$ cat config.mk
export PLATFORM = sky130hd
export DESIGN_NAME = bscan_ring
export DESIGN_NICKNAME = d
export VERILOG_FILES = /design/src/rtl/bscan_pkg.sv /design/src/rtl/bscan_cell.sv /design/src/rtl/bscan_drive.sv /design/src/rtl/bscan_ring.sv
export SDC_FILE = /design/constraint.sdc
export NUM_CORES = 1
export LEC_CHECK = 0
export BUFFER_PORTS_ARGS = -buffer_cell sky130_fd_sc_hd__buf_4
export CAP_MARGIN = 20
export CORE_MARGIN = 10
export CORE_UTILIZATION = 40
export DETAILED_ROUTE_END_ITERATION = 7
export GPL_TIMING_DRIVEN = 0
export PLACE_DENSITY = 0.72
export SLEW_MARGIN = 10
export SYNTH_ARGS = -nofsm -noshare
export SYNTH_HDL_FRONTEND = slang
export SYNTH_SLANG_ARGS = --single-unit
export TNS_END_PERCENT = 1
$ cat constraint.sdc
create_clock -name clk -period 3.24 [get_ports clk]
set_clock_uncertainty 0.15 [all_clocks]
set_input_delay 0.648 -clock clk [delete_from_list [all_inputs] [get_ports clk]]
set_output_delay 0.648 -clock clk [all_outputs]
set_load 0.05 [all_outputs]
$ cat src/rtl/bscan_pkg.sv
package bscan_pkg;

  typedef enum logic [1:0] {
    CELL_OUT = 2'd0,
    CELL_IN  = 2'd1,
    CELL_CTL = 2'd2
  } cell_kind_e;

  // Slot number of a chain bit once the control cell is skipped over.
  function automatic int chain_slot(input int idx, input int ctl_idx);
    return (idx < ctl_idx) ? idx : idx - 1;
  endfunction

  function automatic cell_kind_e kind_of(input int idx, input int ctl_idx,
                                         input int n_out);
    if (idx == ctl_idx) return CELL_CTL;
    if (chain_slot(idx, ctl_idx) < n_out) return CELL_OUT;
    return CELL_IN;
  endfunction

endpackage

$ cat src/rtl/bscan_cell.sv
module bscan_cell (
  input  logic clk,
  input  logic rst,
  input  logic cap,
  input  logic sh,
  input  logic upd,
  input  logic cap_val,
  input  logic ser_in,
  output logic ser_q,
  output logic lat_q
);

  always_ff @(posedge clk) begin
    if (rst) begin
      ser_q <= 1'b0;
      lat_q <= 1'b0;
    end else begin
      if (cap)      ser_q <= cap_val;
      else if (sh)  ser_q <= ser_in;
      if (upd)      lat_q <= ser_q;
    end
  end


  hold_chk: assert property (@(posedge clk) disable iff (rst)
    (!cap && !sh) |=> $stable(ser_q));


  shift_chk: assert property (@(posedge clk) disable iff (rst)
    (sh && !cap) |=> (ser_q == $past(ser_in)));


  cap_first_chk: assert property (@(posedge clk) disable iff (rst)
    cap |=> (ser_q == $past(cap_val)));

endmodule

$ cat src/rtl/bscan_drive.sv
module bscan_drive #(
  parameter int N_OUT = 41,
  parameter int N_IN  = 44
) (
  input  logic             clk,
  input  logic             rst,
  input  logic [N_OUT-1:0] core_out,
  input  logic             core_oe,
  input  logic [N_IN-1:0]  pin_in,
  input  logic [N_OUT-1:0] lat_out,
  input  logic [N_IN-1:0]  lat_in,
  input  logic             lat_ctl,
  input  logic             extest,
  input  logic             highz,
  output logic [N_OUT-1:0] pin_out,
  output logic             pin_oe,
  output logic [N_IN-1:0]  core_in
);

  logic [N_OUT-1:0] out_sel;
  logic             oe_sel;

  always_comb begin
    out_sel = extest ? lat_out : core_out;
    if (highz)       oe_sel = 1'b0;
    else if (extest) oe_sel = lat_ctl;
    else             oe_sel = core_oe;
  end

  always_ff @(posedge clk) begin
    if (rst) begin
      pin_out <= '0;
      pin_oe  <= 1'b0;
    end else begin
      pin_out <= out_sel;
      pin_oe  <= oe_sel;
    end
  end

  assign core_in = extest ? lat_in : pin_in;


  highz_chk: assert property (@(posedge clk) disable iff (rst)
    highz |=> !pin_oe);


  ctl_cell_chk: assert property (@(posedge clk) disable iff (rst)
    (extest && !highz) |=> (pin_oe == $past(lat_ctl)));


  func_oe_chk: assert property (@(posedge clk) disable iff (rst)
    (!extest && !highz) |=> (pin_oe == $past(core_oe)));


  extest_out_chk: assert property (@(posedge clk) disable iff (rst)
    extest |=> (pin_out == $past(lat_out)));

endmodule

$ cat src/rtl/bscan_ring.sv
module bscan_ring
  import bscan_pkg::*;
#(
  parameter int N_OUT   = 41,
  parameter int N_IN    = 44,
  parameter int CTL_IDX = 85
) (
  input  logic             clk,
  input  logic             rst,
  input  logic [N_OUT-1:0] core_out,
  input  logic             core_oe,
  input  logic [N_IN-1:0]  pin_in,
  input  logic             tdi,
  input  logic             capture_dr,
  input  logic             shift_dr,
  input  logic             update_dr,
  input  logic             mode_extest,
  input  logic             mode_sample,
  input  logic             mode_highz,
  output logic [N_OUT-1:0] pin_out,
  output logic             pin_oe,
  output logic [N_IN-1:0]  core_in,
  output logic             tdo
);

  localparam int LEN = N_OUT + N_IN + 1;

  logic [LEN-1:0]   sh_q;
  logic [LEN-1:0]   lat_q;
  logic [LEN-1:0]   cap_v;
  logic [LEN-1:0]   ser_in_v;
  logic [N_OUT-1:0] lat_out;
  logic [N_IN-1:0]  lat_in;
  logic             lat_ctl;
  logic             upd_en;

  assign upd_en = update_dr & (mode_extest | mode_sample);

  for (genvar i = 0; i < LEN; i++) begin : g_cell
    localparam int         SLOT = chain_slot(i, CTL_IDX);
    localparam cell_kind_e KIND = kind_of(i, CTL_IDX, N_OUT);

    if (KIND == CELL_CTL) begin : g_ctl
      assign cap_v[i] = core_oe;
      assign lat_ctl  = lat_q[i];
    end else if (KIND == CELL_OUT) begin : g_out
      assign cap_v[i]      = core_out[SLOT];
      assign lat_out[SLOT] = lat_q[i];
    end else begin : g_in
      assign cap_v[i]            = pin_in[SLOT-N_OUT];
      assign lat_in[SLOT-N_OUT]  = lat_q[i];
    end

    if (i == LEN-1) begin : g_top
      assign ser_in_v[i] = tdi;
    end else begin : g_mid
      assign ser_in_v[i] = sh_q[i+1];
    end

    bscan_cell u_cell (
      .clk     (clk),
      .rst     (rst),
      .cap     (capture_dr),
      .sh      (shift_dr),
      .upd     (upd_en),
      .cap_val (cap_v[i]),
      .ser_in  (ser_in_v[i]),
      .ser_q   (sh_q[i]),
      .lat_q   (lat_q[i])
    );
  end

  assign tdo = sh_q[0];

  bscan_drive #(
    .N_OUT (N_OUT),
    .N_IN  (N_IN)
  ) u_drive (
    .clk      (clk),
    .rst      (rst),
    .core_out (core_out),
    .core_oe  (core_oe),
    .pin_in   (pin_in),
    .lat_out  (lat_out),
    .lat_in   (lat_in),
    .lat_ctl  (lat_ctl),
    .extest   (mode_extest),
    .highz    (mode_highz),
    .pin_out  (pin_out),
    .pin_oe   (pin_oe),
    .core_in  (core_in)
  );


  upd_blocked_chk: assert property (@(posedge clk) disable iff (rst)
    (update_dr && !mode_extest && !mode_sample) |=> $stable(lat_q));


  preload_chk: assert property (@(posedge clk) disable iff (rst)
    (update_dr && mode_sample) |=> (lat_q == $past(sh_q)));


  tdo_move_chk: assert property (@(posedge clk) disable iff (rst)
    (shift_dr && !capture_dr) |=> (tdo == $past(sh_q[1])));

endmodule

==> reports/metrics.cfg, run 1 <==
[setup_path]
reg2reg_depth = 2
cp_max_fo = 10
startpoint_type = input pin
cp_data_arrival_time_ns = 1.79
rr_startpoint = g_cell[85].u_cell.ser_q
critPathCapture = core_in[36]
cp.required_ns = 2.44
critPathMaxStageDelay_ns = 0.42
crit_chain = buf_2 -> buf_2 -> mux2_2 -> buf_4
r2r_slack_ns = 2.21
rr_endpoint = g_cell[84].u_cell.ser_q
crit_slowest_cell = mux2_2
crit_top_cell = buf_2
worstSetupPathType = input pin to output pin
startpoint = mode_extest
crit_path_end_kind = output pin

[yosys]
synthCells = 941
syn_nets = 1036
synth_top_cell_area_share = 0.438
synth_top_cells_by_area = dfxtp_1 (44%), mux2i_1 (22%), nand2b_1 (11%)
synth_cell_types = 15
synth_area_um2 = 9780
ys_seq_area_frac = 0.438
yosysTopAreaCell = dfxtp_1
yosys_warnings = 0
syn_area_per_cell_um2 = 10.4
ys_ff_latch = 214

[sta]
slew-limit-headroom = 0.562
final.setup.tns_ns = 0
finalHoldViolCount = 0
period_needed_ns = 2.59
worst_slew_pin_slew_ns = 0.658
finalSetupViolCount = 0
period_share = 0.800
drv_slew = 0
max_clock_freq_mhz = 386
rsz0062_at_grt = false

[routing]
routed_via_density = 4.93
drcViolationCount = 0
vias = 7330
drt_iter0_markers = 294
ant_nets = 0
drtPass1Iterations = 4
routed_wl_um = 27900
wl_per_cell_um = 18.8

[floorplan]
design.core.area_um2 = 24200
die_h_um = 176
start_util = 0.405
die_x_um = 176
dieArea_um2 = 31100
num_io_pins = 182
num_rows = 57

[power]
leakage_nw = 5.25
ir_drop_mv = 0.304
power_density_nw_per_um2 = 554

[cells_and_area]
antennaDiodeCount = 0
fin_util = 0.511
syn_to_final_growth_pct = 26.4
drive_gt1_frac = 0.257
fin_nets = 1240

[clocking]
htree_num_levels = 1
cts_tree = done
cts_root_buf = clkbuf_16
numCtsBuffers = 24
cts_buffer_depth = 3
ctsHoldBuffers = 0
cts.clk_slew.worst_paths_ns = 0.06
cts_resized = 0
clock_latency_ns = 0.52
cts_sinks = 214
post_cts_buffers = 0

[grt]
grtUsageTotal = 0.172
grt_pass1_wl_um = 43300
grt_max_degree = 14
antenna_found_initial = 0
grt_overflow_total = 0
grt_pass1_vias = 7548

[status]
status = complete, no violations

[placed_design]
hpwl_um = 20300
io_buffers = 178
place_congestion = 0.804

[worst_hold_path]
holdCritPathClass = input pin to flop

[run]
drv_cap = 0

worst min path at each step:
stage                     slack (ns)               startpoint                 endpoint  cells past startpoint
after CTS                       0.15               mode_highz           u_drive.pin_oe                      2
after detailed placement        0.31  g_cell[27].u_cell.lat_q  g_cell[27].u_cell.lat_q                      2
after global placement          0.30  g_cell[81].u_cell.lat_q  g_cell[81].u_cell.lat_q                      2
final                           0.17               mode_highz           u_drive.pin_oe                      2
after global routing            0.17               mode_highz           u_drive.pin_oe                      2
after floorplan                 0.30  g_cell[61].u_cell.lat_q  g_cell[61].u_cell.lat_q                      2
state kept, by name, summed over array words and instances, names as in the netlist:
name and count:
g_cell.u_cell.lat_q 86, g_cell.u_cell.ser_q 86, u_drive.pin_out 41, u_drive.pin_oe 1
worst max-delay path, delay by kind of cell:
family   cells  cell delay [ns]
buf+inv      3             0.71
mux          1             0.42
cell usage in the layout, fill, tap and decap left out, types with 2 or more instances in the layout:
| cell | Yosys | final |
|---|---|---|
| mux2i_1 | 214 | 214 |
| dfxtp_1 | 214 | 214 |
| buf_4 | 8 | 186 |
| nand2b_1 | 172 | 172 |
| nor2b_1 | 86 | 86 |
| a211oi_1 | 86 | 86 |
| mux2_2 | 44 | 44 |
| clkbuf_1 | 40 | 42 |
| nor2_1 | 41 | 41 |
| clkbuf_16 | 0 | 25 |
| buf_2 | 16 | 16 |
| buf_6 | 10 | 10 |
| buf_1 | 7 | 7 |
| clkinv_2 | 0 | 7 |
| clkbuf_8 | 0 | 4 |
| bufinv_16 | 0 | 3 |
| clkinvlp_4 | 0 | 2 |
cells in the mapped netlist:
library cell,number
buf_4,8
nor2_1,41
clkbuf_1,40
buf_6,10
buf_2,16
buf_1,7
nor3_1,1
nor2b_1,86
inv_2,1
mux2_2,44
a211oi_1,86
o21a_1,1
mux2i_1,214
nand2b_1,172
dfxtp_1,214
routing by layer:
layer,global-route usage,part of all wire
met2,0.278,0.46
met1,0.232,0.47
met3,0.0397,0.058
met5,0,0
met4,0.0312,0.011
stage by stage:
stage | std cells | total power, W | instance area, um^2 | setup slack, ns | hold WS [ns]
final | 1487 | 0.00684 | 12400 | 0.648 | 0.168
after global routing | 1487 | 0.00709 | 12400 | 0.628 | 0.170
after detailed placement | 1443 | 0.00404 | 11500 | 0.654 | 0.312
after CTS | 1487 | 0.00691 | 12400 | 0.650 | 0.147
after floorplan | 941 | 0.00366 | 9780 | 0.989 | 0.295
after global placement | 1443 | 0.00403 | 11500 | 0.651 | 0.304
power by group:
| part | total [W] | switching (W) | internal (W) |
|---|---|---|---|
| Clock | 0.00286 | 0.00112 | 0.00174 |
| Sequential | 0.00289 | 0.0000995 | 0.00279 |
| Combinational | 0.00110 | 0.000640 | 0.000457 |
| Total | 0.00684 | 0.00186 | 0.00498 |
cell families after synthesis:
kind of cell	synth area share
muxes	0.270
AOI/OAI and AO/OA	0.0668
DFF	0.438
buffers and inverters	0.0443
and+or+nand+nor	0.181
cell type report:
class / count / area [um^2]
clock inverter: 13 / 149
clock buffer: 31 / 688
fill: 2219 / 11800
buffer: 81 / 429
inverter: 1 / 3.75
tap: 324 / 405
sequential: 214 / 4280
multi-input combinational: 645 / 5060
timing repair buffer: 178 / 1340
Power figures use the tool's default switching activity.
==> inputs of run 2 (changes only) <==
clock period = 2.4 ns   (was 3.24 ns; I/O delays follow)
==> reports/metrics.cfg, run 2 (synthesis results as in run 1) <==
[status]
status = complete, no violations

[placed_design]
hpwl_um = 20300
place_congestion = 0.804
io_buffers = 178
dpl.cell_count = 1443

[clocking]
cts_tree = done
post_cts_buffers = 0
clock_latency_ns = 0.52
cts_root_buf = clkbuf_16
cts_sinks = 214
cts_buffer_depth = 3
cts.clk_slew.worst_paths_ns = 0.06
numCtsBuffers = 24
htree_num_levels = 1

[setup_path]
path_buf_inv = 3
crit_chain = buf_2 -> buf_2 -> mux2_2 -> buf_4
crit_top_cell = buf_2
cp_data_arrival_time_ns = 1.62
startpoint_type = input pin
critPathMaxStageDelay_ns = 0.42
cp.required_ns = 1.77
worstSetupPathType = input pin to output pin
crit_path_end_kind = output pin
path_depth = 4
crit_slowest_cell = mux2_2
cp_max_fo = 10
reg2reg_depth = 2
critPathTopFamily = buffers and inverters

[sta]
finalHoldViolCount = 0
drv_slew = 0
max_clock_freq_mhz = 444
finalSetupViolCount = 0
period_needed_ns = 2.25
period_share = 0.939
slew-limit-headroom = 0.557
final.setup.tns_ns = 0
rsz0062_at_grt = false
worst_slew_pin_slew_ns = 0.665

[floorplan]
design.core.area_um2 = 24200
die_x_um = 176
num_rows = 57
num_io_pins = 182
dieArea_um2 = 31100
die_h_um = 176
start_util = 0.405

[grt]
grt_max_degree = 14
antenna_found_initial = 0
grtUsageTotal = 0.172
grt_pass1_wl_um = 43300
grt_pass1_vias = 7551
grt_overflow_total = 0

[routing]
routed_wl_um = 28000
drcViolationCount = 0
drtPass1Iterations = 5
drt_iter0_markers = 308
wl_per_cell_um = 18.8
vias = 7349
routed_via_density = 4.94
ant_nets = 0

[cells_and_area]
multi_input_area_um2 = 5060
antennaDiodeCount = 0
most-common-layout-cells = mux2i_1 (214), dfxtp_1 (214), buf_4 (186), nand2b_1 (172)
fin_util = 0.512
reg.largest.list = g_cell.u_cell.lat_q (86), g_cell.u_cell.ser_q (86), u_drive.pin_out (41)
syn_to_final_growth_pct = 26.5
drive_gt1_frac = 0.257
fin_nets = 1241
nFillCells = 2218
seqCellArea_um2 = 4280
stdcell_count = 1488

[power]
power_density_nw_per_um2 = 748
ir_drop_mv = 0.411
leakage_nw = 5.25

[run]
drv_cap = 0

[worst_hold_path]
min_path_cells = 3
holdCritPathClass = input pin to flop

[run 2: changes by cell type in the layout (fill, tap and decap cells not counted), sizes merged]
cell	delta
dlygate4sd3	+1
[run 2: final cells by class]
class	instances	share of cell area
timing repair buffer	179	0.109
clock buffer	31	0.0556
inverter	1	0.000303
sequential	214	0.346
clock inverter	13	0.0120
tap	324	0.0328
buffer	81	0.0347
multi-input combinational	645	0.409
[run 2: layer usage]
| metal | global-route usage | wire length (um) | up-vias |
|---|---|---|---|
| met5 | 0 | 0 | - |
| met4 | 0.0312 | 352 | 0 |
| met1 | 0.232 | 13100 | 3500 |
| li1 | - | - | 3640 |
| met3 | 0.0397 | 1610 | 30 |
| met2 | 0.278 | 12900 | 179 |
[run 2: power breakdown]
part	internal [W]	switching (W)
registers	0.00376	0.000135
clock network	0.00235	0.00152
logic	0.000618	0.000865
[run 2: tightest hold or removal path: stages]
cell and delay [ns]:
buf_4 0.08, mux2i_1 0.05, nor2_1 0.07
[run 2: timing repair]
| item | 4_1_cts | 5_1_grt |
|---|---|---|
| hold endpoints to repair | 1 | 0 |
| hold buffers | 1 | 0 |
| gates resized for setup | 0 | 0 |
[run 2: worst paths after layout]
kind	startpoint	endpoint	slack (ns)
max	mode_extest	core_in[36]	0.15
min	core_out[10]	u_drive.pin_out[10]	0.06
max reg2reg	g_cell[85].u_cell.ser_q	g_cell[84].u_cell.ser_q	1.36
min reg2reg	g_cell[29].u_cell.lat_q	g_cell[29].u_cell.lat_q	0.32
[run 2: per-stage QoR]
step,total power (W),hold slack [ns],setup WS (ns),cell area (um^2)
finish,0.00925,0.0577,0.145,12400
global placement,0.00544,0.304,0.147,11500
global route,0.00957,0.0645,0.124,12400
CTS,0.00933,0.0418,0.146,12400
detailed placement,0.00546,0.312,0.150,11500
floorplan,0.00494,0.295,0.485,9780
